$ cat src/rtl/dcc_tx_pkg.sv
package dcc_tx_pkg;
  localparam int PKT_BITS = 51;
  localparam int PREAMBLE_ONES = 23;
  localparam logic [7:0] LOCO_ADDR = 8'h02;
  localparam logic [7:0] CMD_STOP = 8'h60;

  typedef enum logic [1:0] {PH_IDLE, PH_LOW, PH_HIGH} phase_e;

  // command byte attached to each switch position
  function automatic logic [7:0] cmd_for_switch(input int idx);
    logic [7:0] c;
    case (idx)
      7: c = 8'h74;
      6: c = 8'h54;
      5: c = 8'h90;
      4: c = 8'h80;
      3: c = 8'hA4;
      2: c = 8'hA0;
      1: c = 8'h7F;
      default: c = 8'h42;
    endcase
    return c;
  endfunction

  // highest set switch wins; scanning upward lets the later hit override
  function automatic logic [7:0] pick_command(input logic [7:0] sw);
    logic [7:0] c;
    c = CMD_STOP;
    for (int i = 0; i < 8; i++) begin
      if (sw[i]) c = cmd_for_switch(i);
    end
    return c;
  endfunction

  function automatic logic [PKT_BITS-1:0] build_packet(input logic [7:0] cmd);
    return {{PREAMBLE_ONES{1'b1}}, 1'b0, LOCO_ADDR, 1'b0, cmd, 1'b0,
            LOCO_ADDR ^ cmd, 1'b1};
  endfunction
endpackage

$ cat src/rtl/dcc_tick_gen.sv
module dcc_tick_gen #(
  parameter int DIV = 100
) (
  input  logic clk,
  input  logic rst_n,
  input  logic restart,
  output logic tick
);
  localparam int CW = (DIV > 1) ? $clog2(DIV) : 1;
  localparam logic [CW-1:0] LAST = CW'(DIV - 1);

  logic [CW-1:0] cnt;

  always_ff @(posedge clk or negedge rst_n) begin
    if (!rst_n) cnt <= '0;
    else if (restart || cnt == LAST) cnt <= '0;
    else cnt <= cnt + 1'b1;
  end

  assign tick = (cnt == LAST);


  cnt_range_chk: assert property (@(posedge clk) disable iff (!rst_n)
    cnt <= LAST);
endmodule

$ cat src/rtl/dcc_bit_shaper.sv
module dcc_bit_shaper
  import dcc_tx_pkg::*;
#(
  parameter int ZERO_HALF = 100,
  parameter int ONE_HALF  = 58
) (
  input  logic clk,
  input  logic rst_n,
  input  logic tick,
  input  logic go,
  input  logic bit_val,
  output logic line,
  output logic fin
);
  localparam int HMAX = (ZERO_HALF > ONE_HALF) ? ZERO_HALF : ONE_HALF;
  localparam int PW = $clog2(HMAX + 1);

  phase_e st;
  logic cur_bit;
  logic [PW-1:0] ph;
  logic [PW-1:0] half_last;
  logic ph_end;

  assign half_last = cur_bit ? PW'(ONE_HALF - 1) : PW'(ZERO_HALF - 1);
  assign ph_end = tick && (ph == half_last);
  assign fin = (st == PH_HIGH) && ph_end;
  assign line = (st == PH_HIGH);

  always_ff @(posedge clk or negedge rst_n) begin
    if (!rst_n) begin
      st <= PH_IDLE;
      cur_bit <= 1'b0;
      ph <= '0;
    end else if (go) begin
      st <= PH_LOW;
      cur_bit <= bit_val;
      ph <= '0;
    end else begin
      case (st)
        PH_LOW: begin
          if (ph_end) begin
            st <= PH_HIGH;
            ph <= '0;
          end else if (tick) ph <= ph + 1'b1;
        end
        PH_HIGH: begin
          if (ph_end) begin
            st <= PH_IDLE;
            ph <= '0;
          end else if (tick) ph <= ph + 1'b1;
        end
        default: ph <= '0;
      endcase
    end
  end


  go_legal_chk: assert property (@(posedge clk) disable iff (!rst_n)
    go |-> (st == PH_IDLE || fin));

  ph_bound_chk: assert property (@(posedge clk) disable iff (!rst_n)
    (st != PH_IDLE) |-> (ph <= half_last));

  low_to_high_chk: assert property (@(posedge clk) disable iff (!rst_n)
    (st == PH_LOW && !tick && !go) |=> (st == PH_LOW));
endmodule

$ cat src/rtl/dcc_packet_seq.sv
module dcc_packet_seq #(
  parameter int N = 51
) (
  input  logic         clk,
  input  logic         rst_n,
  input  logic         start,
  input  logic [N-1:0] pkt,
  input  logic         fin,
  output logic         go,
  output logic         bit_val,
  output logic         busy,
  output logic         done
);
  localparam int LW = $clog2(N + 1);

  logic [N-1:0] sr;
  logic [LW-1:0] left;
  logic last;
  logic accept;

  assign last = (left == LW'(1));
  assign accept = !busy && start;
  assign go = accept || (fin && !last);
  assign bit_val = busy ? sr[N-2] : pkt[N-1];

  always_ff @(posedge clk or negedge rst_n) begin
    if (!rst_n) begin
      sr <= '0;
      left <= '0;
      busy <= 1'b0;
      done <= 1'b0;
    end else begin
      done <= fin && last;
      if (accept) begin
        busy <= 1'b1;
        sr <= pkt;
        left <= LW'(N);
      end else if (fin) begin
        if (last) busy <= 1'b0;
        else begin
          sr <= sr << 1;
          left <= left - 1'b1;
        end
      end
    end
  end


  done_once_chk: assert property (@(posedge clk) disable iff (!rst_n)
    done |=> !done);

  busy_end_chk: assert property (@(posedge clk) disable iff (!rst_n)
    $fell(busy) |-> done);

  sr_hold_chk: assert property (@(posedge clk) disable iff (!rst_n)
    (busy && !fin) |=> $stable(sr));
endmodule

$ cat src/rtl/dcc_packet_tx.sv
module dcc_packet_tx
  import dcc_tx_pkg::*;
#(
  parameter int TICK_DIV  = 100,
  parameter int ZERO_HALF = 100,
  parameter int ONE_HALF  = 58
) (
  input  logic       clk,
  input  logic       rst_n,
  input  logic [7:0] cmd_sw,
  input  logic       start,
  output logic       busy,
  output logic       done,
  output logic       dcc_out
);
  logic [PKT_BITS-1:0] pkt;
  logic tick, go, bit_val, fin;

  assign pkt = build_packet(pick_command(cmd_sw));

  dcc_tick_gen #(.DIV(TICK_DIV)) u_tick (
    .clk(clk), .rst_n(rst_n), .restart(go), .tick(tick)
  );

  dcc_packet_seq #(.N(PKT_BITS)) u_seq (
    .clk(clk), .rst_n(rst_n), .start(start), .pkt(pkt), .fin(fin),
    .go(go), .bit_val(bit_val), .busy(busy), .done(done)
  );

  dcc_bit_shaper #(.ZERO_HALF(ZERO_HALF), .ONE_HALF(ONE_HALF)) u_shape (
    .clk(clk), .rst_n(rst_n), .tick(tick), .go(go), .bit_val(bit_val),
    .line(dcc_out), .fin(fin)
  );


  idle_low_chk: assert property (@(posedge clk) disable iff (!rst_n)
    !busy |-> !dcc_out);

  fin_busy_chk: assert property (@(posedge clk) disable iff (!rst_n)
    fin |-> busy);
endmodule

$ cat config.mk
export PLATFORM = sky130hd
export DESIGN_NAME = dcc_packet_tx
export DESIGN_NICKNAME = d
export VERILOG_FILES = /design/src/rtl/dcc_tx_pkg.sv /design/src/rtl/dcc_tick_gen.sv /design/src/rtl/dcc_bit_shaper.sv /design/src/rtl/dcc_packet_seq.sv /design/src/rtl/dcc_packet_tx.sv
export SDC_FILE = /design/constraint.sdc
export NUM_CORES = 1
export LEC_CHECK = 0
export BUFFER_PORTS_ARGS = -buffer_cell sky130_fd_sc_hd__clkbuf_2
export CELL_PAD_IN_SITES_DETAIL_PLACEMENT = 0
export CELL_PAD_IN_SITES_GLOBAL_PLACEMENT = 1
export CORE_UTILIZATION = 49
export DETAILED_ROUTE_END_ITERATION = 12
export GPL_ROUTABILITY_DRIVEN = 0
export PLACE_DENSITY = 0.9
export SLEW_MARGIN = 15
export SYNTH_ARGS = -nofsm -noshare
export SYNTH_HDL_FRONTEND = slang
export SYNTH_SLANG_ARGS = --single-unit
$ cat constraint.sdc
create_clock -name clk -period 2.8 [get_ports clk]
set_clock_uncertainty 0.05 [all_clocks]
set_input_delay 0.28 -clock clk [delete_from_list [all_inputs] [get_ports clk]]
set_output_delay 0.28 -clock clk [all_outputs]
set_load 0.02 [all_outputs]
==> impl_results.md, run 1 <==
* Kind of critical path: register to register
* Hold Buf Count CTS at 0
* Initial cell density of the core at 50.8%
* Critical-path maximum fanout at 32
* Fraction of layout cells with a size suffix above 1 at 13.0%
* CP Data Required Time at 3.02 ns
* Max Cap Viol at 0
* Hold Path Class: primary input to asynchronous set/reset pin
* Post-route ant nets at 0
* Post-Layout Inst Area at 0.00403 mm²
* Core area at 0.00729 mm²
* Clk_lat worst skew at 0.36 ns
* Die height at 89.0 µm
* PnR worst setup slack at 0.492 ns
* Internal Pwr Total at 1.67 mW
* Filler Cell Count at 659
* CTS tree: yes
* DR DRC count at 0
* Timing startpoint of the critical path: u_shape.ph[3]$_DFFE_PN0P_
* Clock transition at the registers of the reported paths at 0.08 ns
* Adder-cell share of the synthesized area at 2.02%
* Vias in the first global route at 2575
* Post-placement cell count at 453
* Reg power frac at 53.6%
* Area delta synth->final at 8.67%
* Max-slew violations at 0
* DIE WIDTH at 89.0 µm
* Port-buffer cells at 13
* Global-route wire length before repair at 11.9 mm
* Reg-to-reg endpoint: u_seq.sr[32]$_DFFE_PN0P_
* Largest net degree at the start of global routing at 76
* Number of synthesized flops with an enable pin at 0
* Per-cell routed wire length at 15.6 µm
* Synth Instances at 356
* Clock network power share at 33.3%
* Dpl cell area at 0.00385 mm²
* Root Driver: clkbuf_8
* CP startpoint kind: register
* Syn avg cell area at 10.4 µm²
* Largest family of logic cells by synthesized area: simple AND/OR/NAND/NOR gates
* CP Capture Type: register
* Unique masters post-synth at 47
* Minimum clock period at 2.31 ns
* DR vias at 2718
* TritonRoute pass-1 iters at 4
* Clk buf depth at 2
* PD cells at 596 mW/mm²
* Status: complete, but fails checks
* Row Count at 31
* Worst Tran Pin Value at 0.939 ns
* Worst-case vdd ir drop at 0.000331 V
* Grt total ovfl at 0
* Mapped Nets at 373
* Switching power of the nets at 732 µW
* Failing checks: negative hold slack
* CTS buffer count at 9
* Worst R2R Path Depth at 5
* Crit path DAT at 2.53 ns
* Post-synth top area cell: dfrtp_1
* Die Area at 0.00792 mm²
* Synth Area in Compound Gates at 11.8%
* Crit Reg-Reg Startpoint: u_shape.ph[3]$_DFFE_PN0P_
* Post-synthesis mux area share at 10.9%
* Combinational Power Share at 13.0%
* Fin Setup TNS at 0 ns
* Total GRT Usage at 19.8%
* R2R setup slack at 0.49 ns
* Switching part of the total power at 30.5%
* #FFs+latches synth at 75
* CTS HTree Levels at 3
* ANT cells at 0
* Drt via density at 5.80
* Final Hold Fails at 6
* Setup violators final at 0
* Post-Synth Simple-Gate Area at 19.0%
* Primary FF master, synth: dfrtp_1
* Final WL at 7.31 mm
* Synth warn at 0
* Mapped Area at 0.00371 mm²
* DPL Wire Length at 4.63 mm
* Initial antenna violation count at 0
* IO Count at 14
* Dpl ws at 0.507 ns
* Max_slew headroom at 37.4%
* Setup bufs post-CTS at 0
* DRT iter0 DRCs at 156
* Final non-filler cell total at 469
* Synth top area share at 50.6%
* Area contributors post-synth: dfrtp_1, mux2i_1, nor2_1
* Resize count post-CTS at 0
* Clock tree sinks at 75
* Period utilization at 82.4%
* Unrepaired setup endpoints after global routing: no
* Final nets at 382
* Post-synth ARST share at 100%
* FMAX at 0.433 GHz
* Sequential cell area fraction in the yosys report at 50.6%
* Hold Worst Slack at -0.00671 ns
* Post-synthesis xor/xnor area fraction at 1.42%
* Leak at 1.61 nW
-- stage by stage --
stage | hold WS (ns) | total power [mW] | utilization (%)
2_1_floorplan | -0.0656 | 1.52 | -
3_3_place_gp | 0.389 | 1.60 | 52.7
3_5_place_dp | 0.400 | 1.62 | 52.7
4_1_cts | 0.0433 | 2.42 | 55.3
5_1_grt | 0.0899 | 2.52 | 55.3
6_report | -0.00671 | 2.40 | 55.3
-- power by group through the flow --
stage / combinational [mW] / clock [mW] / sequential [mW]
4_1_cts: 0.315 / 0.817 / 1.29
3_5_place_dp: 0.313 / 0 / 1.31
2_1_floorplan: 0.237 / 0 / 1.28
6_report: 0.313 / 0.801 / 1.29
5_1_grt: 0.354 / 0.863 / 1.30
3_3_place_gp: 0.303 / 0 / 1.30
-- worst max-delay path by stage --
stage	endpoint	slack, ns
final	u_seq.sr[32]$_DFFE_PN0P_	0.49
after global routing	u_seq.sr[1]$_DFFE_PN0P_	0.40
after CTS	u_seq.sr[32]$_DFFE_PN0P_	0.50
after detailed placement	u_seq.sr[32]$_DFFE_PN0P_	0.51
after global placement	u_seq.sr[27]$_DFFE_PN0P_	0.58
after floorplan	u_seq.sr[23]$_DFFE_PN0P_	0.68
-- final cells by class --
class,count,area [µm²],area share [%]
flip-flops and latches,75,1880,46.6
multi-input cells,251,1680,41.6
repair buffers,22,148,3.66
clock buffers,9,124,3.07
well taps,99,124,3.07
clock inverters,7,58.8,1.46
inverters,6,22.5,0.559
-- cells in the final DEF (no fill, tap or decap), types with 9 or more instances in the layout --
master	instances
a21oi_1	12
a31oi_1	14
buf_4	9
clkbuf_2	12
clkbuf_8	9
dfrtp_1	75
mux2i_1	39
nand2_1	26
nand3_1	10
nand4_1	9
nor2_1	48
o31ai_1	12
-- worst max-delay path: stages, from the launching register on --
cell and delay [ns]:
dfrtp_1 0.45, or4b_4 0.55, mux2_4 0.41, nor3_4 0.25, buf_12 0.26, mux2i_1 0.24
-- synthesized netlist by cell type (2+ instances only) --
library cell / number
a41oi_1: 4
nand2_1: 26
or2_2: 2
or3_1: 5
xnor2_1: 4
o211ai_1: 5
nor3_1: 5
inv_1: 6
ha_1: 6
nand3_1: 10
clkbuf_1: 17
a21o_1: 2
nor4b_1: 3
nor2_1: 48
a21oi_1: 12
buf_8: 3
and3_1: 5
buf_2: 3
a31oi_1: 14
mux2i_1: 39
a32oi_1: 4
nand4_1: 9
o31ai_1: 12
nor2b_1: 4
o21ai_0: 2
or4b_4: 2
nor4_1: 4
and2_1: 3
xor2_1: 2
nand2b_1: 4
dfrtp_1: 75
-- cells by family after synthesis --
group	Yosys count
simple gates	137
flops	75
compound gates	62
mux	40
buf+inv	30
xor+xnor	6
fa+ha+maj	6
-- flip-flops by register name (all words and copies together), names as in the netlist --
signal           count
u_tick.cnt           7
u_seq.done           1
u_seq.left           6
u_shape.cur_bit      1
u_shape.ph           7
u_shape.st           2
u_seq.busy           1
u_seq.sr            50
-- metal layers --
layer / up-vias / global-route usage [%] / part of all wire [%]
met5: - / 0 / 0
met4: 0 / 7.94 / 1.6
met3: 14 / 5.36 / 4.3
met2: 55 / 31.2 / 47
met1: 1333 / 26.1 / 47
li1: 1316 / - / -
Note: power is estimated with default switching activity, not from simulation.
==> run 2: changes to the inputs <==
- ABC_AREA: not set -> 1
- CORE_UTILIZATION: 49 -> 46
- PLACE_DENSITY: 0.9 -> 0.89
- clock period: 2.8 -> 2.2 ns (I/O delays scaled with it)
==> run 2 against run 1 <==
Effect of this change:
- the run still ends with negative hold slack left
- sequential share of layout area increased by 0.88 points
- die area increased by 3.3%
- power increased by 2.9%
- register-to-register slack got worse by 0.23 ns
- core utilization decreased by 1.9 points
- cell count increased by 18%
- global-route usage decreased by 1.2 points
==> impl_results.md, run 2 <==
* Status: complete, but fails checks
* Failing checks: negative hold slack
* PD cells at 625 mW/mm² (+4.9%)
* CTS tree: yes
* DRT iter0 DRCs at 111 (-29%)
* Post-route ant nets at 0 (unchanged)
* Worst-path cell chain: ha_1 > inv_1 > nor2_2 > nand3_2 > nor2_4 > nand3_4 > nand2_2 > nand2_1 > buf_4 > nand2_2 > nor2_1
* Syn avg cell area at 8.27 µm² (-21%)
* Largest net degree at the start of global routing at 76 (unchanged)
* FMAX at 0.516 GHz (+19%)
* Clk buf depth at 2 (unchanged)
* #FFs+latches synth at 75 (unchanged)
* Setup violators final at 0 (unchanged)
* R2R setup slack at 0.26 ns (-0.23 ns)
* Clk_lat worst skew at 0.33 ns (-0.03 ns)
* DR DRC count at 0 (unchanged)
* CTS HTree Levels at 3 (unchanged)
* Hold Buf Count CTS at 0 (unchanged)
* DIE WIDTH at 90.4 µm (+1.6%)
* IO Count at 14 (unchanged)
* Drt via density at 5.02 (-13%)
* Critical-path maximum fanout at 11 (-66%)
* Max_slew headroom at 38.4% (+0.99 points)
* CP Data Required Time at 2.37 ns (-0.65 ns)
* Worst-case vdd ir drop at 0.000335 V (+1.4%)
* Initial antenna violation count at 0 (unchanged)
* Max-slew violations at 0 (unchanged)
* Reg with most FFs: u_seq.sr
* Initial cell density of the core at 48.5% (-2.3 points)
* Worst Tran Pin Value at 0.924 ns (-0.0148 ns)
* Crit path DAT at 2.11 ns (-0.42 ns)
* Setup bufs post-CTS at 0 (unchanged)
* Vias in the first global route at 2713 (+5.4%)
* Per-cell routed wire length at 12.4 µm (-20%)
* Area contributors post-synth: dfrtp_1, nor2_1, nand2_1
* Minimum clock period at 1.94 ns (-0.371 ns)
* Period utilization at 88.0% (+5.6 points)
* Kind of critical path: register to register
* Commonest cells in the netlist: nor2_1, nand2_1, dfrtp_1
* DR vias at 2786 (+2.5%)
* Area delta synth->final at 9.95%
* Number of synthesized flops with an enable pin at 0 (unchanged)
* Core area at 0.00741 mm² (+1.6%)
* Total GRT Usage at 18.6% (-1.2 points)
* Clock tree sinks at 75 (unchanged)
* Post-synth top area cell: dfrtp_1
* TritonRoute pass-1 iters at 4 (unchanged)
* Synth Instances at 435 (+22%)
* CP max stage cell: dfrtp_1
* Die Area at 0.00817 mm² (+3.3%)
* Crit-path max cell delay at 0.37 ns (-0.18 ns)
* Hold Worst Slack at -0.0471 ns (-0.0404 ns)
* Max Cap Viol at 0 (unchanged)
* ANT cells at 0 (unchanged)
* Global-route wire length before repair at 12.3 mm (+3.3%)
* Grt total ovfl at 0 (unchanged)
* Mapped Area at 0.00360 mm² (-3.0%)
* Row Count at 31 (unchanged)
* Commonest cells after routing, fill and taps aside: nor2_1, nand2_1, dfrtp_1
* Leak at 1.86 nW (+16%)
* Final Hold Fails at 48 (+42)
* Root Driver: clkbuf_8
* Unrepaired setup endpoints after global routing: no
* Dpl ws at 0.195 ns (-0.311 ns)
* Clock transition at the registers of the reported paths at 0.07 ns (about the same)
* Mapped Nets at 452 (+21%)
* Most common cell after layout, fill and taps aside: nor2_1
* Primary FF master, synth: dfrtp_1
* Most common cell in the netlist: nor2_1
* DPL Wire Length at 4.70 mm (+1.6%)
* CTS buffer count at 9 (unchanged)
* Final nets at 468 (+23%)
* CP Capture Type: register
* Port-buffer cells at 13 (unchanged)
* Top Registers: u_seq.sr (50), u_shape.ph (7), u_tick.cnt (7)
* Sequential cell area fraction in the yosys report at 52.2% (+1.6 points)
* Synth top area share at 52.2% (+1.6 points)
* Fraction of layout cells with a size suffix above 1 at 10.3% (-2.7 points)
* Final WL at 6.88 mm (-5.9%)
* Filler Cell Count at 692 (+5.0%)
* PnR worst setup slack at 0.263 ns (-0.229 ns)
* Resize count post-CTS at 0 (unchanged)
* Hold Path Class: primary input to asynchronous set/reset pin
* Max reg flops at 50 (unchanged)
* Synth warn at 0 (unchanged)
* CP startpoint kind: register
* Die height at 90.4 µm (+1.6%)
* Fin Setup TNS at 0 ns (unchanged)
* CP most frequent cell: nand2_2
* Unique masters post-synth at 31 (-34%)
* Post-synth ARST share at 100% (unchanged)
-- run 2: cell types whose count changed after synthesis, moves of 8 or more --
cell | previous run | this run
nand2_1 | 26 | 90
nor2_1 | 48 | 101
mux2i_1 | 39 | 0
inv_1 | 6 | 40
nand3_1 | 10 | 32
clkbuf_1 | 17 | 1
a31oi_1 | 14 | 0
o21ai_0 | 2 | 14
o31ai_1 | 12 | 2
o22ai_1 | 0 | 8
-- run 2: metal layers --
metal,GRT usage [%],up-vias,share of wire [%]
li1,-,1418,-
met4,4.44,0,0.92
met2,31.0,46,49
met1,24.5,1315,47
met3,4.29,7,3.2
met5,0,-,0
-- run 2: cell families (layout without fill, tap and decap cells) --
kind of cell	count (synthesis)	in the layout	synth area share, %
and+or+nand+nor	253	253	30.9
AOI/OAI and AO/OA	37	37	5.95
DFF	75	75	52.2
buffers and inverters	58	79	7.45
xor gates and xnor gates	6	6	1.46
adders and majority gates	6	6	2.09
-- run 2: worst paths after layout --
check / start / end / depth (start not counted)
min in group clk: cmd_sw[5] / u_seq.sr[5]$_DFFE_PN0P_ / 3
min reg2reg: u_tick.cnt[0]$_DFF_PN0_ / u_tick.cnt[0]$_DFF_PN0_ / 1
max reg2reg: u_tick.cnt[0]$_DFF_PN0_ / u_tick.cnt[5]$_DFF_PN0_ / 11
max in group asynchronous: rst_n / u_shape.ph[6]$_DFFE_PN0P_ / 1
max: u_tick.cnt[0]$_DFF_PN0_ / u_tick.cnt[5]$_DFF_PN0_ / 11
min: rst_n / u_seq.sr[15]$_DFFE_PN0P_ / 1
-- run 2: critical path: cells and delay by family (launching register included) --
family | cells | cell delay [ns]
AND/OR/NAND/NOR | 8 | 0.89
flip-flops | 1 | 0.37
buffers and inverters | 2 | 0.31
adder cells (fa/ha/maj) | 1 | 0.20
-- run 2: cell type report --
class,count,area (µm²),share of cell area (%)
flip-flops and latches,75,1880,47.5
multi-input cells,302,1460,36.8
inverters,41,154,3.89
clock buffers,13,149,3.77
repair buffers,22,148,3.73
well taps,99,124,3.13
clock inverters,3,46.3,1.17
-- run 2: through the flow --
stage / util [%] / std cells / cell area (µm²) / hold WS (ns) / power, mW
after floorplan: - / 435 / 3600 / -0.126 / 1.41
after global placement: 50.7 / 539 / 3750 / 0.364 / 1.45
after detailed placement: 50.7 / 539 / 3750 / 0.376 / 1.45
after CTS: 53.3 / 555 / 3950 / 0.00920 / 2.50
after global routing: 53.4 / 555 / 3950 / 0.0539 / 2.57
final: 53.4 / 555 / 3950 / -0.0471 / 2.47
-- run 2: power breakdown --
group          total (mW)  internal, mW  switching (mW)  leakage [nW]
clock                1.05         0.561           0.488        0.0943
combinational      0.0460       0.00992          0.0360         0.901
sequential           1.38          1.38               0         0.866
